### src/rtl/spi_flag_pkg.sv
// Package: shared control-register layout for the SPI flag/interrupt unit.
// Assumes: REG_W >= 8 so every field fits in the CPU data width.
package spi_flag_pkg;

    localparam int REG_W   = 8;
    localparam int CTRL_W  = 6;
    localparam int STAT_W  = 4;

    // Control register, bit 0 is module enable (packed: last field is LSB).
    typedef struct packed {
        logic modf_en;   // bit 5: mode-fault detection enable
        logic err_ie;    // bit 4: error interrupt enable
        logic rx_ie;     // bit 3: receive interrupt enable
        logic tx_ie;     // bit 2: transmit interrupt enable
        logic master;    // bit 1: master mode
        logic mod_en;    // bit 0: module enable
    } ctrl_t;

    // Status flag bundle, bit 0 is transmit-empty.
    typedef struct packed {
        logic modf;      // bit 3
        logic ovr;       // bit 2
        logic rx_full;   // bit 1
        logic tx_empty;  // bit 0
    } stat_t;

endpackage

### src/rtl/spi_ctrl_reg.sv
// Module: control register of the SPI flag unit.
// Holds the enable and mode bits written by the CPU; reads back zero-padded.
// Assumes: write strobe is a single-cycle pulse, data valid with it.
module spi_ctrl_reg
    import spi_flag_pkg::*;
#(
    parameter int DW = REG_W
) (
    input  logic          clk,
    input  logic          rst_n,
    input  logic          wr_en,
    input  logic [DW-1:0] wdata,
    output ctrl_t         ctrl,
    output logic [DW-1:0] rdata
);
    localparam int PAD_W = DW - CTRL_W;

    // Capture the control fields on a write.
    always_ff @(posedge clk) begin
        if (!rst_n) begin
            ctrl <= '0;
        end else if (wr_en) begin
            ctrl <= ctrl_t'(wdata[CTRL_W-1:0]);
        end
    end

    // Zero-extend the control fields for readback.
    always_comb begin
        rdata = {{PAD_W{1'b0}}, ctrl};
    end

endmodule

### src/rtl/spi_status_flags.sv
// Module: status flags and their set/clear sequencing.
// Transmit-empty, receive-full, overflow and mode-fault. Overflow and
// mode-fault each need a status read that saw the flag set before the
// clearing access; a mode-fault seen during the sequence blocks the clear.
// Assumes: event inputs are single-cycle pulses from the shifter side.
module spi_status_flags
    import spi_flag_pkg::*;
#(
    parameter int DW = REG_W
) (
    input  logic          clk,
    input  logic          rst_n,
    input  logic          mod_en,
    input  logic          stat_rd,
    input  logic          ctrl_wr,
    input  logic          data_wr,
    input  logic          data_rd,
    input  logic          tx_load_evt,
    input  logic          rx_done_evt,
    input  logic          modf_cond,
    output stat_t         flags,
    output logic          rx_buf_we,
    output logic [DW-1:0] rdata
);
    localparam int PAD_W = DW - STAT_W;

    logic ovr_armed;
    logic modf_armed;
    logic modf_clean;
    logic full_hit;
    logic modf_set;
    logic modf_clear;
    logic ovr_clear;

    // Decode this cycle's set and clear conditions.
    always_comb begin
        full_hit   = rx_done_evt & flags.rx_full & ~data_rd;
        modf_set   = modf_cond & mod_en;
        modf_clear = ctrl_wr & modf_armed & modf_clean & ~modf_cond;
        ovr_clear  = data_rd & ovr_armed;
        rx_buf_we  = rx_done_evt & ~full_hit;
    end

    // Transmit-empty: load event sets, data write clears, set wins.
    always_ff @(posedge clk) begin
        if (!rst_n) begin
            flags.tx_empty <= 1'b1;
        end else if (tx_load_evt) begin
            flags.tx_empty <= 1'b1;
        end else if (data_wr) begin
            flags.tx_empty <= 1'b0;
        end
    end

    // Receive-full: completion sets, data read clears.
    always_ff @(posedge clk) begin
        if (!rst_n) begin
            flags.rx_full <= 1'b0;
        end else if (rx_done_evt) begin
            flags.rx_full <= 1'b1;
        end else if (data_rd) begin
            flags.rx_full <= 1'b0;
        end
    end

    // Overflow flag: completion into a full buffer sets it.
    always_ff @(posedge clk) begin
        if (!rst_n) begin
            flags.ovr <= 1'b0;
        end else if (full_hit) begin
            flags.ovr <= 1'b1;
        end else if (ovr_clear) begin
            flags.ovr <= 1'b0;
        end
    end

    // Overflow clear arming: a status read arms, a data read consumes.
    always_ff @(posedge clk) begin
        if (!rst_n) begin
            ovr_armed <= 1'b0;
        end else if (stat_rd) begin
            ovr_armed <= flags.ovr;
        end else if (data_rd) begin
            ovr_armed <= 1'b0;
        end
    end

    // Mode-fault flag: fault condition sets, completed clean sequence clears.
    always_ff @(posedge clk) begin
        if (!rst_n) begin
            flags.modf <= 1'b0;
        end else if (modf_set) begin
            flags.modf <= 1'b1;
        end else if (modf_clear) begin
            flags.modf <= 1'b0;
        end
    end

    // Mode-fault clear arming: status read restarts, control write consumes.
    always_ff @(posedge clk) begin
        if (!rst_n) begin
            modf_armed <= 1'b0;
        end else if (stat_rd) begin
            modf_armed <= flags.modf;
        end else if (ctrl_wr) begin
            modf_armed <= 1'b0;
        end
    end

    // Track whether a fault condition appeared since the arming read.
    always_ff @(posedge clk) begin
        if (!rst_n) begin
            modf_clean <= 1'b0;
        end else if (stat_rd) begin
            modf_clean <= ~modf_cond;
        end else if (modf_cond) begin
            modf_clean <= 1'b0;
        end
    end

    // Zero-extend the flags for readback.
    always_comb begin
        rdata = {{PAD_W{1'b0}}, flags};
    end

endmodule

### src/rtl/spi_irq_gen.sv
// Module: interrupt request generation.
// Gates the flags with the enables and registers both request lines.
// Assumes: flags and enables come from registers in the same clock domain.
module spi_irq_gen
    import spi_flag_pkg::*;
(
    input  logic  clk,
    input  logic  rst_n,
    input  ctrl_t ctrl,
    input  stat_t flags,
    output logic  irq_tx,
    output logic  irq_rx
);
    logic tx_req;
    logic rxf_req;
    logic ovr_req;
    logic modf_req;

    // Combine each flag with the enables it needs.
    always_comb begin
        tx_req   = flags.tx_empty & ctrl.tx_ie;
        rxf_req  = flags.rx_full & ctrl.rx_ie & ctrl.mod_en;
        ovr_req  = flags.ovr & ctrl.rx_ie & ctrl.err_ie;
        modf_req = flags.modf & ctrl.rx_ie & ctrl.err_ie & ctrl.modf_en;
    end

    // Register the two request lines.
    always_ff @(posedge clk) begin
        if (!rst_n) begin
            irq_tx <= 1'b0;
            irq_rx <= 1'b0;
        end else begin
            irq_tx <= tx_req;
            irq_rx <= rxf_req | ovr_req | modf_req;
        end
    end

endmodule

### src/rtl/spi_slave_gate.sv
// Module: slave-select gating of the serial clock and slave data output.
// A deselected slave drives no data and passes no clock to the shifter.
// Assumes: the pad logic applies miso_oe to build the tri-state output.
module spi_slave_gate
    import spi_flag_pkg::*;
(
    input  ctrl_t ctrl,
    input  logic  ss_n_in,
    input  logic  sck_in,
    input  logic  miso_drive_in,
    output logic  sck_gated,
    output logic  miso_out,
    output logic  miso_oe
);
    logic is_slave;
    logic slave_off;

    // Decide whether the slave is deselected, then gate clock and output.
    always_comb begin
        is_slave  = ctrl.mod_en & ~ctrl.master;
        slave_off = is_slave & ss_n_in;
        sck_gated = sck_in & ~slave_off;
        miso_oe   = is_slave & ~ss_n_in;
        miso_out  = miso_drive_in & miso_oe;
    end

endmodule

### src/rtl/spi_flag_irq_unit.sv
// Module: top of the SPI status flag and interrupt unit.
// Connects control register, status flags, interrupt generation and
// slave-select gating. Assumes single clock domain, synchronous reset.
module spi_flag_irq_unit
    import spi_flag_pkg::*;
#(
    parameter int DW = REG_W
) (
    input  logic          clk,
    input  logic          rst_n,
    input  logic [DW-1:0] reg_wdata,
    input  logic          ctrl_wr,
    input  logic          ctrl_rd,
    input  logic          stat_rd,
    input  logic          data_wr,
    input  logic          data_rd,
    output logic [DW-1:0] ctrl_rdata,
    output logic [DW-1:0] stat_rdata,
    input  logic          tx_load_evt,
    input  logic          rx_done_evt,
    input  logic          modf_cond,
    output logic          rx_buf_we,
    input  logic          ss_n_in,
    input  logic          sck_in,
    input  logic          miso_drive_in,
    output logic          sck_gated,
    output logic          miso_out,
    output logic          miso_oe,
    output logic          irq_tx,
    output logic          irq_rx
);
    ctrl_t ctrl;
    stat_t flags;
    logic  ctrl_rd_unused;

    // Control reads have no side effect in this unit.
    always_comb begin
        ctrl_rd_unused = ctrl_rd;
    end

    spi_ctrl_reg #(.DW(DW)) ctrl_i (
        .clk   (clk),
        .rst_n (rst_n),
        .wr_en (ctrl_wr),
        .wdata (reg_wdata),
        .ctrl  (ctrl),
        .rdata (ctrl_rdata)
    );

    spi_status_flags #(.DW(DW)) flags_i (
        .clk         (clk),
        .rst_n       (rst_n),
        .mod_en      (ctrl.mod_en),
        .stat_rd     (stat_rd),
        .ctrl_wr     (ctrl_wr),
        .data_wr     (data_wr),
        .data_rd     (data_rd),
        .tx_load_evt (tx_load_evt),
        .rx_done_evt (rx_done_evt),
        .modf_cond   (modf_cond),
        .flags       (flags),
        .rx_buf_we   (rx_buf_we),
        .rdata       (stat_rdata)
    );

    spi_irq_gen irq_i (
        .clk    (clk),
        .rst_n  (rst_n),
        .ctrl   (ctrl),
        .flags  (flags),
        .irq_tx (irq_tx),
        .irq_rx (irq_rx)
    );

    spi_slave_gate gate_i (
        .ctrl          (ctrl),
        .ss_n_in       (ss_n_in),
        .sck_in        (sck_in),
        .miso_drive_in (miso_drive_in),
        .sck_gated     (sck_gated),
        .miso_out      (miso_out),
        .miso_oe       (miso_oe)
    );

endmodule

### config.mk
export PLATFORM = sky130hd
export DESIGN_NAME = spi_flag_irq_unit
export DESIGN_NICKNAME = d
export VERILOG_FILES = /design/src/rtl/spi_flag_pkg.sv /design/src/rtl/spi_ctrl_reg.sv /design/src/rtl/spi_status_flags.sv /design/src/rtl/spi_irq_gen.sv /design/src/rtl/spi_slave_gate.sv /design/src/rtl/spi_flag_irq_unit.sv
export SDC_FILE = /design/constraint.sdc
export NUM_CORES = 1
export LEC_CHECK = 0
export BUFFER_PORTS_ARGS = -buffer_cell sky130_fd_sc_hd__buf_4
export CAP_MARGIN = 15
export CORE_ASPECT_RATIO = 0.9
export CORE_MARGIN = 3
export CORE_UTILIZATION = 40
export DETAILED_ROUTE_END_ITERATION = 16
export PLACE_DENSITY = 0.77
export SYNTH_ARGS = -nofsm -noshare
export SYNTH_HDL_FRONTEND = slang
export SYNTH_SLANG_ARGS = --single-unit
### constraint.sdc
create_clock -name clk -period 1.28 [get_ports clk]
set_clock_uncertainty 0.15 [all_clocks]
set_input_delay 0.192 -clock clk [delete_from_list [all_inputs] [get_ports clk]]
set_output_delay 0.192 -clock clk [all_outputs]
set_load 0.01 [all_outputs]
[Yosys cells after proc, flatten, opt, wreduce, memory -nomap -nowiden]
Index checks and enable logic that the tools add are counted.
Cells by class
  multiplexer cells: 11
  bitwise logic cells: 30
  reduce and logical (&&, ||, !) cells: 7
Operator list (number)
  bitwise AND 1 bit: 21
  nonzero test 2 bit: 6
  two-way mux 1 bit: 11
  inverter 1 bit: 7
  OR 1 bit: 2
  OR reduction 2 bit: 1
Storage, ports and cells
  flip-flop bits (word level): 15
  output and inout bits: 22

[Depth between registers and ports, before layout]
  depth in word-level cells: 5
  gate-level depth with buffers: 3

[Hierarchy]
From an unflattened synthesis, not the netlist that was laid out.
Second synthesis, totals
  cell total of the unflattened synthesis: 75
  area, all modules: 728.2 um^2
Modules (own cells, without submodules)
  spi_status_flags: times used 1, cells each 35, area an instance 335.3 um^2, seq. area each 140.1 um^2
  spi_ctrl_reg: times used 1, cells each 28, area an instance 292.8 um^2, seq. area each 120.1 um^2
  spi_irq_gen: times used 1, cells each 7, area an instance 67.6 um^2, seq. area each 40.0 um^2
  spi_slave_gate: times used 1, cells each 5, area an instance 32.5 um^2, seq. area each 0.0 um^2

[Worst setup path before layout]
OpenSTA, ideal clock, no wires.
  kind: reg2out
  start: register, netlist name ctrl_i.ctrl[0]
  end: output port miso_out
  data arrival time: 974 ps
  required time: 938 ps
  setup slack: -36 ps
  stages on the path, launching flop included: 3
  buffers on the path: 0
  path through: dfxtp_1 -> nor3b_1 -> and2_1
Between the ends
  longest elaborated chain between the ends: 3
Ends and longest elaborated chain
  bitwise AND 1 bit: line spi_slave_gate.sv:20  | is_slave = ctrl.mod_en & ~ctrl.master;
  bitwise AND 1 bit: line spi_slave_gate.sv:23  | miso_oe = is_slave & ~ss_n_in;
  net miso_oe: line spi_flag_irq_unit.sv:28  | output logic miso_oe,
  bitwise AND 1 bit: line spi_slave_gate.sv:24  | miso_out = miso_drive_in & miso_oe;
  end: declaration: line spi_flag_irq_unit.sv:27  | output logic miso_out,
The timed path passes the listed nets, and every way through them passes these cells.

[Worst setup path in the final report]
  start: register, netlist name ctrl_i.ctrl[0]
  end: output port miso_out
Between the ends
  longest elaborated chain between the ends: 3
Ends and longest elaborated chain (line)
  bitwise AND 1 bit: spi_slave_gate.sv:20
  bitwise AND 1 bit: spi_slave_gate.sv:23
  bitwise AND 1 bit: spi_slave_gate.sv:24
Every way passes these cells.

==> impl_metrics.json <==
{
  "synthAdderAreaFrac_pct": 0,
  "fin_hold_ws_ps": 19.60,
  "grtUsageTotal_pct": 14.97,
  "path_class": "flop to output pin",
  "period_share_pct": 109.4,
  "cts_tree": "done",
  "path_clk_slew_ps": 80,
  "start_util_pct": 43.90,
  "htree_levels": 1,
  "cts-buffers-inserted": 3,
  "power.total_w": 0.0009658,
  "grt_pass1_wl_mm": 2.484,
  "setup_viol_count_final": 5,
  "drc": 0,
  "cts_root_buf": "clkbuf_4",
  "status": "finished with violations",
  "drive_gt1_share_pct": 46.23,
  "hold_viol": 0,
  "synth.top_cell.area_share_pct": 45.71,
  "n_fill_cell": 127,
  "synth_ff_type": "dfxtp_1",
  "required_ps": 940,
  "synth-compound-area-share_pct": 9.333,
  "netlist_area_um2": 656.9,
  "grt_pass1_vias": 606,
  "postRouteAntennaNets": 0,
  "stdcell_area_mm2": 0.001025,
  "vias": 582,
  "grt_start_max_net_pins": 16,
  "wirelength_mm": 1.644,
  "fp.coreArea_mm2": 0.001496,
  "final_common_cell": "buf_4",
  "gr-total-overflow": 0,
  "fin_ws_ps": -120.8,
  "place_area_um2": 895.9,
  "startpoint_type": "flop",
  "crit_path_max_fanout": 2,
  "diodes": 0,
  "die_x_um": 48.72,
  "final_cell_mix": "buf_4 (33), dfxtp_1 (12), nor2b_1 (7)",
  "synthesis.instances": 66,
  "maxCapViolCount": 0,
  "drtIter0Drc": 9,
  "violations": "negative setup slack",
  "hold_class": "input pin to flop",
  "cts.sinks": 15,
  "arrival_ps": 1060,
  "p_per_area_mw_per_mm2": 942.5,
  "yosys.area_share.xor_xnor_pct": 0,
  "final_nets": 128,
  "netlist_top_cells_area": "dfxtp_1 (46%), mux2i_1 (9.1%), buf_4 (8.0%)",
  "die_height_um": 44.45,
  "place.port_buffers": 33,
  "endpoint_kind": "output pin",
  "rsz0062_at_grt": "yes",
  "synth_edf_count": 0,
  "peakVddDrop_mv": 0.9296,
  "hpwlAfterDp_mm": 1.099,
  "antenna_found_initial": 0,
  "synth.largest_area_cell": "dfxtp_1",
  "first_pass_iters": 3,
  "synth_top_family_by_area": "simple AND/OR/NAND/NOR gates",
  "clock_latency_ps": 280,
  "synthMuxAreaShare_pct": 9.143,
  "synthDistinctLibCells": 25,
  "die_area_mm2": 0.002165,
  "p_leak_nw": 0.4780,
  "post-route-min-period_ps": 1401,
  "slew_violations": 0,
  "seq_area_frac_synth_pct": 45.71,
  "synth_warnings": 0,
  "post_drt_wl_per_cell_um": 12.84,
  "ys_ff_latch": 15,
  "final_util_pct": 68.48,
  "clockBufferDepth": 2,
  "area_growth_pct": 56.00,
  "place.gp.congestion": 0.6598,
  "syn_area_per_cell_um2": 9.953,
  "yosys.area_share.simple_pct": 23.81,
  "async_flop_share_pct": 0,
  "via_per_inst": 4.547,
  "fmax_mhz": 713.9,
  "num_rows": 13,
  "io_pins": 43,
  "finalSetupTns_ps": -279.2
}
## stage by stage
step	setup WS (ps)	std cells
3_3_place_gp	173.7	118
6_report	-120.8	128
3_5_place_dp	144.3	118
4_1_cts	-123.8	128
2_1_floorplan	100.1	71
5_1_grt	-180.8	128
## critical path: stages, from the launching register on
cell and delay (ps):
dfxtp_2 340, nor3b_4 180, and2_4 160, buf_6 90
## metal layers
metal | global-route usage (%) | wire, um
met2 | 28.73 | 883
met5 | 0 | 0
met1 | 15.24 | 648
met4 | 3.409 | 10
met3 | 6.397 | 101
## path summary, 6_finish.rpt
| check | from | to | slack (ps) | depth (start not counted) |
|---|---|---|---|---|
| worst min-delay path | reg_wdata[0] | ctrl_i.ctrl[0] | 20 | 3 |
| worst min register to register | ctrl_i.ctrl[3] | irq_i.irq_rx | 320 | 2 |
| worst max register to register | ctrl_i.ctrl[0] | irq_i.irq_rx | 190 | 4 |
| worst max-delay path | ctrl_i.ctrl[0] | miso_out | -120 | 3 |
## what timing repair did
| item | CTS | global route |
|---|---|---|
| hold buffers | 3 | 0 |
| hold endpoints to repair | 3 | 0 |
| pin swaps | 3 | 1 |
| resized for setup | 7 | 7 |
| setup endpoints to repair | 4 | 5 |
| setup buffers | 3 | 0 |
## state kept, by name, indices dropped and copies added (netlist names)
signal	flops
flags_i.modf_armed	1
flags_i.modf_clean	1
flags_i.flags	4
ctrl_i.ctrl	6
irq_i.irq_tx	1
flags_i.ovr_armed	1
irq_i.irq_rx	1
## final cells by class
cell class	count	area, um2	area share [%]
Clock buffer	4	26.28	2.564
Inverter	2	7.507	0.7326
Multi-Input combinational cell	45	336.6	32.85
Sequential cell	15	304.0	29.67
Tap cell	22	27.53	2.686
Timing Repair Buffer	40	322.8	31.50
## cells in the mapped netlist, types with 2 or more instances
cell type / n
a21boi_0: 2
a21oi_1: 2
buf_4: 7
dfxtp_1: 15
inv_1: 2
mux2i_1: 6
nand2_1: 3
nor2b_1: 8
nor3b_1: 3
o21a_1: 2
or3b_1: 2
## report_power, final
| part | internal [W] | switching [W] |
|---|---|---|
| combinational | 0.000115 | 0.0000828 |
| clock | 0.000121 | 0.000141 |
| sequential | 0.000489 | 0.0000167 |
| total | 0.000725 | 0.000241 |
## cell families after synthesis
kind of cell,count (synthesis)
compound gates,9
flops,15
mux,6
buf+inv,11
simple gates,24
other cells,1
Note: power is estimated with default switching activity, not from simulation.
